`src/rtl/txs_pkg.sv`:
```
package txs_pkg;

  localparam int unsigned GLYPH_BITS = 8;
  localparam int unsigned IDX_W      = 4;

  localparam int unsigned BIT_NARROW = 0;
  localparam int unsigned BIT_FIXED1 = 1;
  localparam int unsigned BIT_HALVE  = 3;
  localparam int unsigned BIT_BLANK  = 5;

  typedef logic [IDX_W-1:0] dot_idx_t;

  typedef struct packed {
    logic blank;
    logic halve;
    logic narrow;
  } ctrl_t;

  // Line-graphics range C0h..DFh: top three bits are 110.
  function automatic logic is_line_gfx(input logic [7:0] code);
    return code[7:5] == 3'b110;
  endfunction

  // Index of the final dot of a cell.
  function automatic dot_idx_t last_dot(input logic narrow);
    return narrow ? dot_idx_t'(GLYPH_BITS - 1) : dot_idx_t'(GLYPH_BITS);
  endfunction

  // Pixel value for one dot position of a cell.
  function automatic logic dot_pixel(input logic [7:0] glyph,
                                     input logic [7:0] code,
                                     input dot_idx_t   idx);
    if (idx < dot_idx_t'(GLYPH_BITS)) return glyph[~idx[2:0]];
    return is_line_gfx(code) ? glyph[0] : 1'b0;
  endfunction

  // Read view of the control register with fixed bits applied.
  function automatic logic [7:0] ctrl_read(input ctrl_t c);
    logic [7:0] r;
    r             = '0;
    r[BIT_NARROW] = c.narrow;
    r[BIT_FIXED1] = 1'b1;
    r[BIT_HALVE]  = c.halve;
    r[BIT_BLANK]  = c.blank;
    return r;
  endfunction

endpackage

```
`src/rtl/txs_ctrl_reg.sv`:
```
module txs_ctrl_reg
  import txs_pkg::*;
#(
  parameter int unsigned ADDR_W    = 2,
  parameter int unsigned CTRL_ADDR = 0
) (
  input  logic              clk,
  input  logic              rst_n,
  input  logic [ADDR_W-1:0] reg_addr,
  input  logic [7:0]        reg_wdata,
  input  logic              reg_we,
  output ctrl_t             ctrl,
  output logic [7:0]        reg_rdata
);

  logic addr_hit;
  assign addr_hit = (reg_addr == ADDR_W'(CTRL_ADDR));

  always_ff @(posedge clk or negedge rst_n) begin
    if (!rst_n) begin
      ctrl <= '0;
    end else if (reg_we && addr_hit) begin
      ctrl.narrow <= reg_wdata[BIT_NARROW];
      ctrl.halve  <= reg_wdata[BIT_HALVE];
      ctrl.blank  <= reg_wdata[BIT_BLANK];
    end
  end

  assign reg_rdata = addr_hit ? ctrl_read(ctrl) : 8'h00;


  wr_take_chk: assert property (@(posedge clk) disable iff (!rst_n)
    (reg_we && addr_hit) |=> (ctrl.halve == $past(reg_wdata[BIT_HALVE])) &&
                             (ctrl.narrow == $past(reg_wdata[BIT_NARROW])));


  wr_ignore_chk: assert property (@(posedge clk) disable iff (!rst_n)
    (reg_we && !addr_hit) |=> $stable(ctrl));

endmodule

```
`src/rtl/txs_dot_timer.sv`:
```
module txs_dot_timer
  import txs_pkg::*;
(
  input  logic     clk,
  input  logic     rst_n,
  input  logic     halve,
  input  logic     narrow,
  output logic     dot_en,
  output dot_idx_t dot_idx,
  output logic     cell_load
);

  logic     phase_q;
  dot_idx_t idx_q;
  logic     narrow_q;   // width of the cell in progress

  assign dot_en    = !halve || phase_q;
  assign cell_load = dot_en && (idx_q == last_dot(narrow_q));
  assign dot_idx   = idx_q;

  always_ff @(posedge clk or negedge rst_n) begin
    if (!rst_n) begin
      phase_q  <= 1'b0;
      idx_q    <= last_dot(1'b0);
      narrow_q <= 1'b0;
    end else begin
      phase_q <= halve ? !phase_q : 1'b0;
      if (cell_load) begin
        idx_q    <= '0;
        narrow_q <= narrow;
      end else if (dot_en) begin
        idx_q <= idx_q + 1'b1;
      end
    end
  end


  dot_range_chk: assert property (@(posedge clk) disable iff (!rst_n)
    idx_q <= last_dot(narrow_q));


  load_restart_chk: assert property (@(posedge clk) disable iff (!rst_n)
    cell_load |=> (idx_q == '0));


  halve_pace_chk: assert property (@(posedge clk) disable iff (!rst_n)
    (halve && !dot_en) |=> dot_en);


  width_hold_chk: assert property (@(posedge clk) disable iff (!rst_n)
    !cell_load |=> $stable(narrow_q));

endmodule

```
`src/rtl/txs_pixel_path.sv`:
```
module txs_pixel_path
  import txs_pkg::*;
#(
  parameter int unsigned PIX_DLY = 1
) (
  input  logic       clk,
  input  logic       rst_n,
  input  logic       cell_load,
  input  logic [7:0] char_code,
  input  logic [7:0] glyph_row,
  input  dot_idx_t   dot_idx,
  input  logic       blank,
  input  logic       hsync_in,
  input  logic       vsync_in,
  output logic       pix_out,
  output logic       hsync_out,
  output logic       vsync_out
);

  logic [7:0] code_q;
  logic [7:0] glyph_q;

  always_ff @(posedge clk or negedge rst_n) begin
    if (!rst_n) begin
      code_q  <= '0;
      glyph_q <= '0;
    end else if (cell_load) begin
      code_q  <= char_code;
      glyph_q <= glyph_row;
    end
  end

  logic pix_now;
  assign pix_now = !blank && dot_pixel(glyph_q, code_q, dot_idx);

  logic [PIX_DLY-1:0] pix_pipe;
  logic [PIX_DLY-1:0] hs_pipe;
  logic [PIX_DLY-1:0] vs_pipe;

  generate
    if (PIX_DLY == 1) begin : g_single
      always_ff @(posedge clk or negedge rst_n) begin
        if (!rst_n) begin
          pix_pipe <= '0;
          hs_pipe  <= '0;
          vs_pipe  <= '0;
        end else begin
          pix_pipe <= pix_now;
          hs_pipe  <= hsync_in;
          vs_pipe  <= vsync_in;
        end
      end
    end else begin : g_multi
      always_ff @(posedge clk or negedge rst_n) begin
        if (!rst_n) begin
          pix_pipe <= '0;
          hs_pipe  <= '0;
          vs_pipe  <= '0;
        end else begin
          pix_pipe <= {pix_pipe[PIX_DLY-2:0], pix_now};
          hs_pipe  <= {hs_pipe[PIX_DLY-2:0], hsync_in};
          vs_pipe  <= {vs_pipe[PIX_DLY-2:0], vsync_in};
        end
      end
    end
  endgenerate

  assign pix_out   = pix_pipe[PIX_DLY-1];
  assign hsync_out = hs_pipe[PIX_DLY-1];
  assign vsync_out = vs_pipe[PIX_DLY-1];


  blank_chk: assert property (@(posedge clk) disable iff (!rst_n)
    blank |=> !pix_pipe[0]);


  ninth_bg_chk: assert property (@(posedge clk) disable iff (!rst_n)
    ((dot_idx == dot_idx_t'(GLYPH_BITS)) && !is_line_gfx(code_q)) |=> !pix_pipe[0]);


  sync_pass_chk: assert property (@(posedge clk) disable iff (!rst_n)
    1'b1 |=> (hs_pipe[0] == $past(hsync_in)) && (vs_pipe[0] == $past(vsync_in)));

endmodule

```
`src/rtl/txt_pix_serializer.sv`:
```
module txt_pix_serializer
  import txs_pkg::*;
#(
  parameter int unsigned ADDR_W    = 2,
  parameter int unsigned CTRL_ADDR = 0,
  parameter int unsigned PIX_DLY   = 1
) (
  input  logic              clk,
  input  logic              rst_n,
  input  logic [ADDR_W-1:0] reg_addr,
  input  logic [7:0]        reg_wdata,
  input  logic              reg_we,
  output logic [7:0]        reg_rdata,
  input  logic [7:0]        char_code,
  input  logic [7:0]        glyph_row,
  output logic              cell_req,
  input  logic              hsync_in,
  input  logic              vsync_in,
  output logic              pix_out,
  output logic              hsync_out,
  output logic              vsync_out
);

  ctrl_t    ctrl;
  logic     dot_en;
  dot_idx_t dot_idx;
  logic     cell_load;

  txs_ctrl_reg #(
    .ADDR_W    (ADDR_W),
    .CTRL_ADDR (CTRL_ADDR)
  ) u_ctrl (
    .clk       (clk),
    .rst_n     (rst_n),
    .reg_addr  (reg_addr),
    .reg_wdata (reg_wdata),
    .reg_we    (reg_we),
    .ctrl      (ctrl),
    .reg_rdata (reg_rdata)
  );

  txs_dot_timer u_timer (
    .clk       (clk),
    .rst_n     (rst_n),
    .halve     (ctrl.halve),
    .narrow    (ctrl.narrow),
    .dot_en    (dot_en),
    .dot_idx   (dot_idx),
    .cell_load (cell_load)
  );

  txs_pixel_path #(
    .PIX_DLY (PIX_DLY)
  ) u_pix (
    .clk       (clk),
    .rst_n     (rst_n),
    .cell_load (cell_load),
    .char_code (char_code),
    .glyph_row (glyph_row),
    .dot_idx   (dot_idx),
    .blank     (ctrl.blank),
    .hsync_in  (hsync_in),
    .vsync_in  (vsync_in),
    .pix_out   (pix_out),
    .hsync_out (hsync_out),
    .vsync_out (vsync_out)
  );

  assign cell_req = cell_load;


  req_on_dot_chk: assert property (@(posedge clk) disable iff (!rst_n)
    cell_req |-> dot_en);

endmodule

```
`config.mk`:
```
export PLATFORM = sky130hd
export DESIGN_NAME = txt_pix_serializer
export DESIGN_NICKNAME = d
export VERILOG_FILES = /design/src/rtl/txs_pkg.sv /design/src/rtl/txs_ctrl_reg.sv /design/src/rtl/txs_dot_timer.sv /design/src/rtl/txs_pixel_path.sv /design/src/rtl/txt_pix_serializer.sv
export SDC_FILE = /design/constraint.sdc
export NUM_CORES = 1
export LEC_CHECK = 0
export BUFFER_PORTS_ARGS = -buffer_cell sky130_fd_sc_hd__buf_4
export CORE_MARGIN = 2
export CORE_UTILIZATION = 47
export DETAILED_ROUTE_END_ITERATION = 12
export PLACE_DENSITY = 0.77
export REMOVE_ABC_BUFFERS = 1
export SLEW_MARGIN = 5
export SYNTH_ARGS = -nofsm -noshare
export SYNTH_HDL_FRONTEND = slang
export SYNTH_SLANG_ARGS = --single-unit
```
`constraint.sdc`:
```
create_clock -name clk -period 2.4 [get_ports clk]
set_input_delay 0.48 -clock clk [delete_from_list [all_inputs] [get_ports clk]]
set_output_delay 0.48 -clock clk [all_outputs]
set_load 0.05 [all_outputs]
```
==> impl_results.md <==
* Post-synth EDFFs at 0
* Crit Path Category: reg -> out
* Crit path time final at 2.31 ns
* CTS tree: yes
* Cells along the critical path: or4b_1, o32ai_4, nand2_4, inv_1, buf_4
* Area occupied by multi-input gates at 472 um2
* Worst setup margin at 0.0858 ns
* Fillers at 175
* RD Place Congestion at 0.715
* Total wire length at 1.76 mm
* Post-synth top area cell: dfrtp_1
* Worst-case clock buffer depth at 2
* Post-Syn Area at 1110 um2
* Top Family by Delay on Critical Path: simple AND/OR/NAND/NOR gates
* Critical Path AT at 1.83 ns
* RSZ-0062 raised after global routing: false
* Switching part of the total power at 0.341
* Vias at 719
* Nets at 146
* Psw at 0.518 mW
* Synth unique cells at 29
* I/O pins at 43
* R2R setup slack at 0.50 ns
* Max VDD drop at 0.671 mV
* GR Overflow Total at 0
* Final hold vios at 0
* Vias per std cell at 5.10
* # DRC at 0
* Die Width at 52.6 um
* FP Rows at 17
* Hold_ws at 0.0340 ns
* Crit path required time at 1.92 ns
* Die Span Y at 52.6 um
* Endpoint type of the worst setup path: output pin
* Num Clock Sinks at 23
* Max Fclk at 432 MHz
* Cell Pwr Density at 1120 nW/um2
* Clock skew at 0.00369 ns
* Core box area at 2210 um2
* Syn Area/Cell at 13.7 um2
* Iter 0 DRT Violations at 6
* Fin crit share at 0.964
* Asr flop ratio synth at 1.00
* CTS Buf Count at 3
* Pin count of the biggest net entering global routing at 24
* Top cell type's share of synthesized area at 0.497
* Hpwl dp at 1.38 mm
* Clock root buffer master: clkbuf_4
* Clk slew on worst S/H paths at 0.11 ns
* Final ANT Viol Nets at 0
* Slowest CP cell: dfstp_2
* R2r endpoint: u_pix.glyph_q[0]$_DFFE_PN0P_
* Critical R2R Launch: u_timer.dot_idx[3]$_DFFE_PN1P_
* Clock latency on the worst-skew pair at 0.31 ns
* Layout cell share with drive strength beyond 1 at 0.478
* Startpoint Class: flip-flop
* Initial antenna violation count at 0
* Routed len/inst at 12.5 um
* Top_reg_cell synth: dfrtp_1
* Global-route wire length before repair at 3.20 mm
* #FFs+latches synth at 23
* Drt pass-1 iters at 2
* Int Power at 1.00 mW
* Placed insts at 135
* Final non-filler cell total at 141
* GRT Overall Usage at 0.158
* Synth top area cells: dfrtp_1, mux2_4, mux2_2
* Finished Core Util at 0.615
* Post-place setup slack at 0.258 ns
* Seq. cell area at 577 um2
* Clock Power Share at 0.113
* Sequential Power Share at 0.439
* H-tree depth at 1
* Status: finished clean
* Vias in the first global route at 723
* Antenna cells at 0
* Final max-slew violation count at 0
* Initial Util at 0.501
* Critical path peak fanout at 3
* Post-CTS Hold Buffers at 0
* Fin Setup TNS at 0 ns
* Sequential fraction of the synthesis area at 0.520
* Synthesis-to-finish area growth at 22.8%
* Slowest stage delay, CP at 0.55 ns
* Hold/Removal Path Class: in -> async
* Combinational share of power at 0.448
* Ys Warns at 0
* Pleak at 0.687 nW
* IO buf count at 28
* Max-cap violations at 0
* Final setup fails at 0
* WP buf/inv at 2
* Die area at 2760 um2
* Synth Instances at 81
* Cells on worst reg2reg path at 5
cell families (layout without fill, tap and decap cells):
group | after synthesis | in the layout | synth area share
flops | 23 | 23 | 0.520
other cells | 1 | 4 | 0.00338
buf+inv | 10 | 39 | 0.0643
compound gates | 10 | 10 | 0.0779
mux | 18 | 18 | 0.221
fa+ha+maj | 1 | 1 | 0.0113
simple gates | 18 | 18 | 0.102
how the worst max path moves through the flow:
stage	from	endpoint	slack (ns)	cells after the start
after floorplan	u_timer.dot_idx[3]$_DFFE_PN1P_	cell_req	0.10	4
after global placement	u_timer.dot_idx[3]$_DFFE_PN1P_	cell_req	0.27	5
after detailed placement	u_timer.dot_idx[3]$_DFFE_PN1P_	cell_req	0.26	5
after CTS	u_timer.dot_idx[3]$_DFFE_PN1P_	cell_req	0.07	5
after global routing	u_timer.dot_idx[3]$_DFFE_PN1P_	cell_req	0.01	5
final	u_timer.dot_idx[3]$_DFFE_PN1P_	cell_req	0.09	5
through the flow:
stage / power (mW) / area, um2
floorplan: 1.17 / 1060
global placement: 1.31 / 1320
detailed placement: 1.34 / 1320
CTS: 1.53 / 1360
global route: 1.63 / 1360
finish: 1.52 / 1360
power by group through the flow:
stage               clock network [mW]  logic (mW)  registers [mW]
finish                           0.171       0.680           0.667
global route                     0.192       0.746           0.690
CTS                              0.176       0.689           0.666
detailed placement                   0       0.649           0.689
global placement                     0       0.628           0.682
floorplan                            0       0.481           0.686
placed cells by master, fill, tap and decap left out, drive strengths merged:
master,instances
mux2,15
o211ai,1
and2,3
buf,32
nor4b,1
mux4,1
conb,4
clkbuf,4
nor2,1
o32ai,1
nand3,1
or4b,1
nand2,5
or3,1
dfstp,1
a21o,3
mux2i,2
nand4b,1
nand2b,2
o21ai,3
a311oi,1
ha,1
inv,3
dfrtp,22
a21oi,1
nor3,1
nand3b,1
timing repair:
item / 4_1_cts / 5_1_grt
setup buffers: 2 / 0
setup endpoints to repair: 1 / 0
gates resized for setup: 0 / 0
endpoints found under the hold margin: 0 / 0
synthesized netlist by cell type (all sizes together) (2+ instances only):
cell type / number
mux2: 15
a21o: 3
mux2i: 2
o21ai: 3
dfrtp: 22
and2: 3
nand2: 5
buf: 7
inv: 3
nand2b: 2
layout make-up:
type                    count  area share
clock buffers               4      0.0193
inverters                   3     0.00827
multi-input cells          51       0.347
flip-flops and latches     23       0.424
well taps                  28      0.0257
repair buffers             32       0.176
worst reg2reg max path, delay by kind of cell (launching register included):
family / cells / cell delay [ns]
and+or+nand+nor: 2 / 0.56
DFF: 1 / 0.55
muxes: 1 / 0.31
buffers and inverters: 1 / 0.20
AOI/OAI and AO/OA: 1 / 0.17
state kept, by name, summed over array words and instances, names as in the netlist:
signal / count
u_pix.hsync_out: 1
u_pix.code_q: 3
u_pix.vsync_out: 1
u_timer.narrow_q: 1
u_pix.pix_out: 1
u_pix.glyph_q: 8
u_timer.dot_idx: 4
u_ctrl.ctrl: 3
u_timer.phase_q: 1
per-layer routing:
layer,up-vias,share of wire,GRT usage
li1,343,-,-
met1,352,0.42,0.197
met2,19,0.53,0.271
met3,5,0.028,0.0171
met4,0,0.022,0.0769
met5,-,0,0
(Power assumes the default switching activity.)
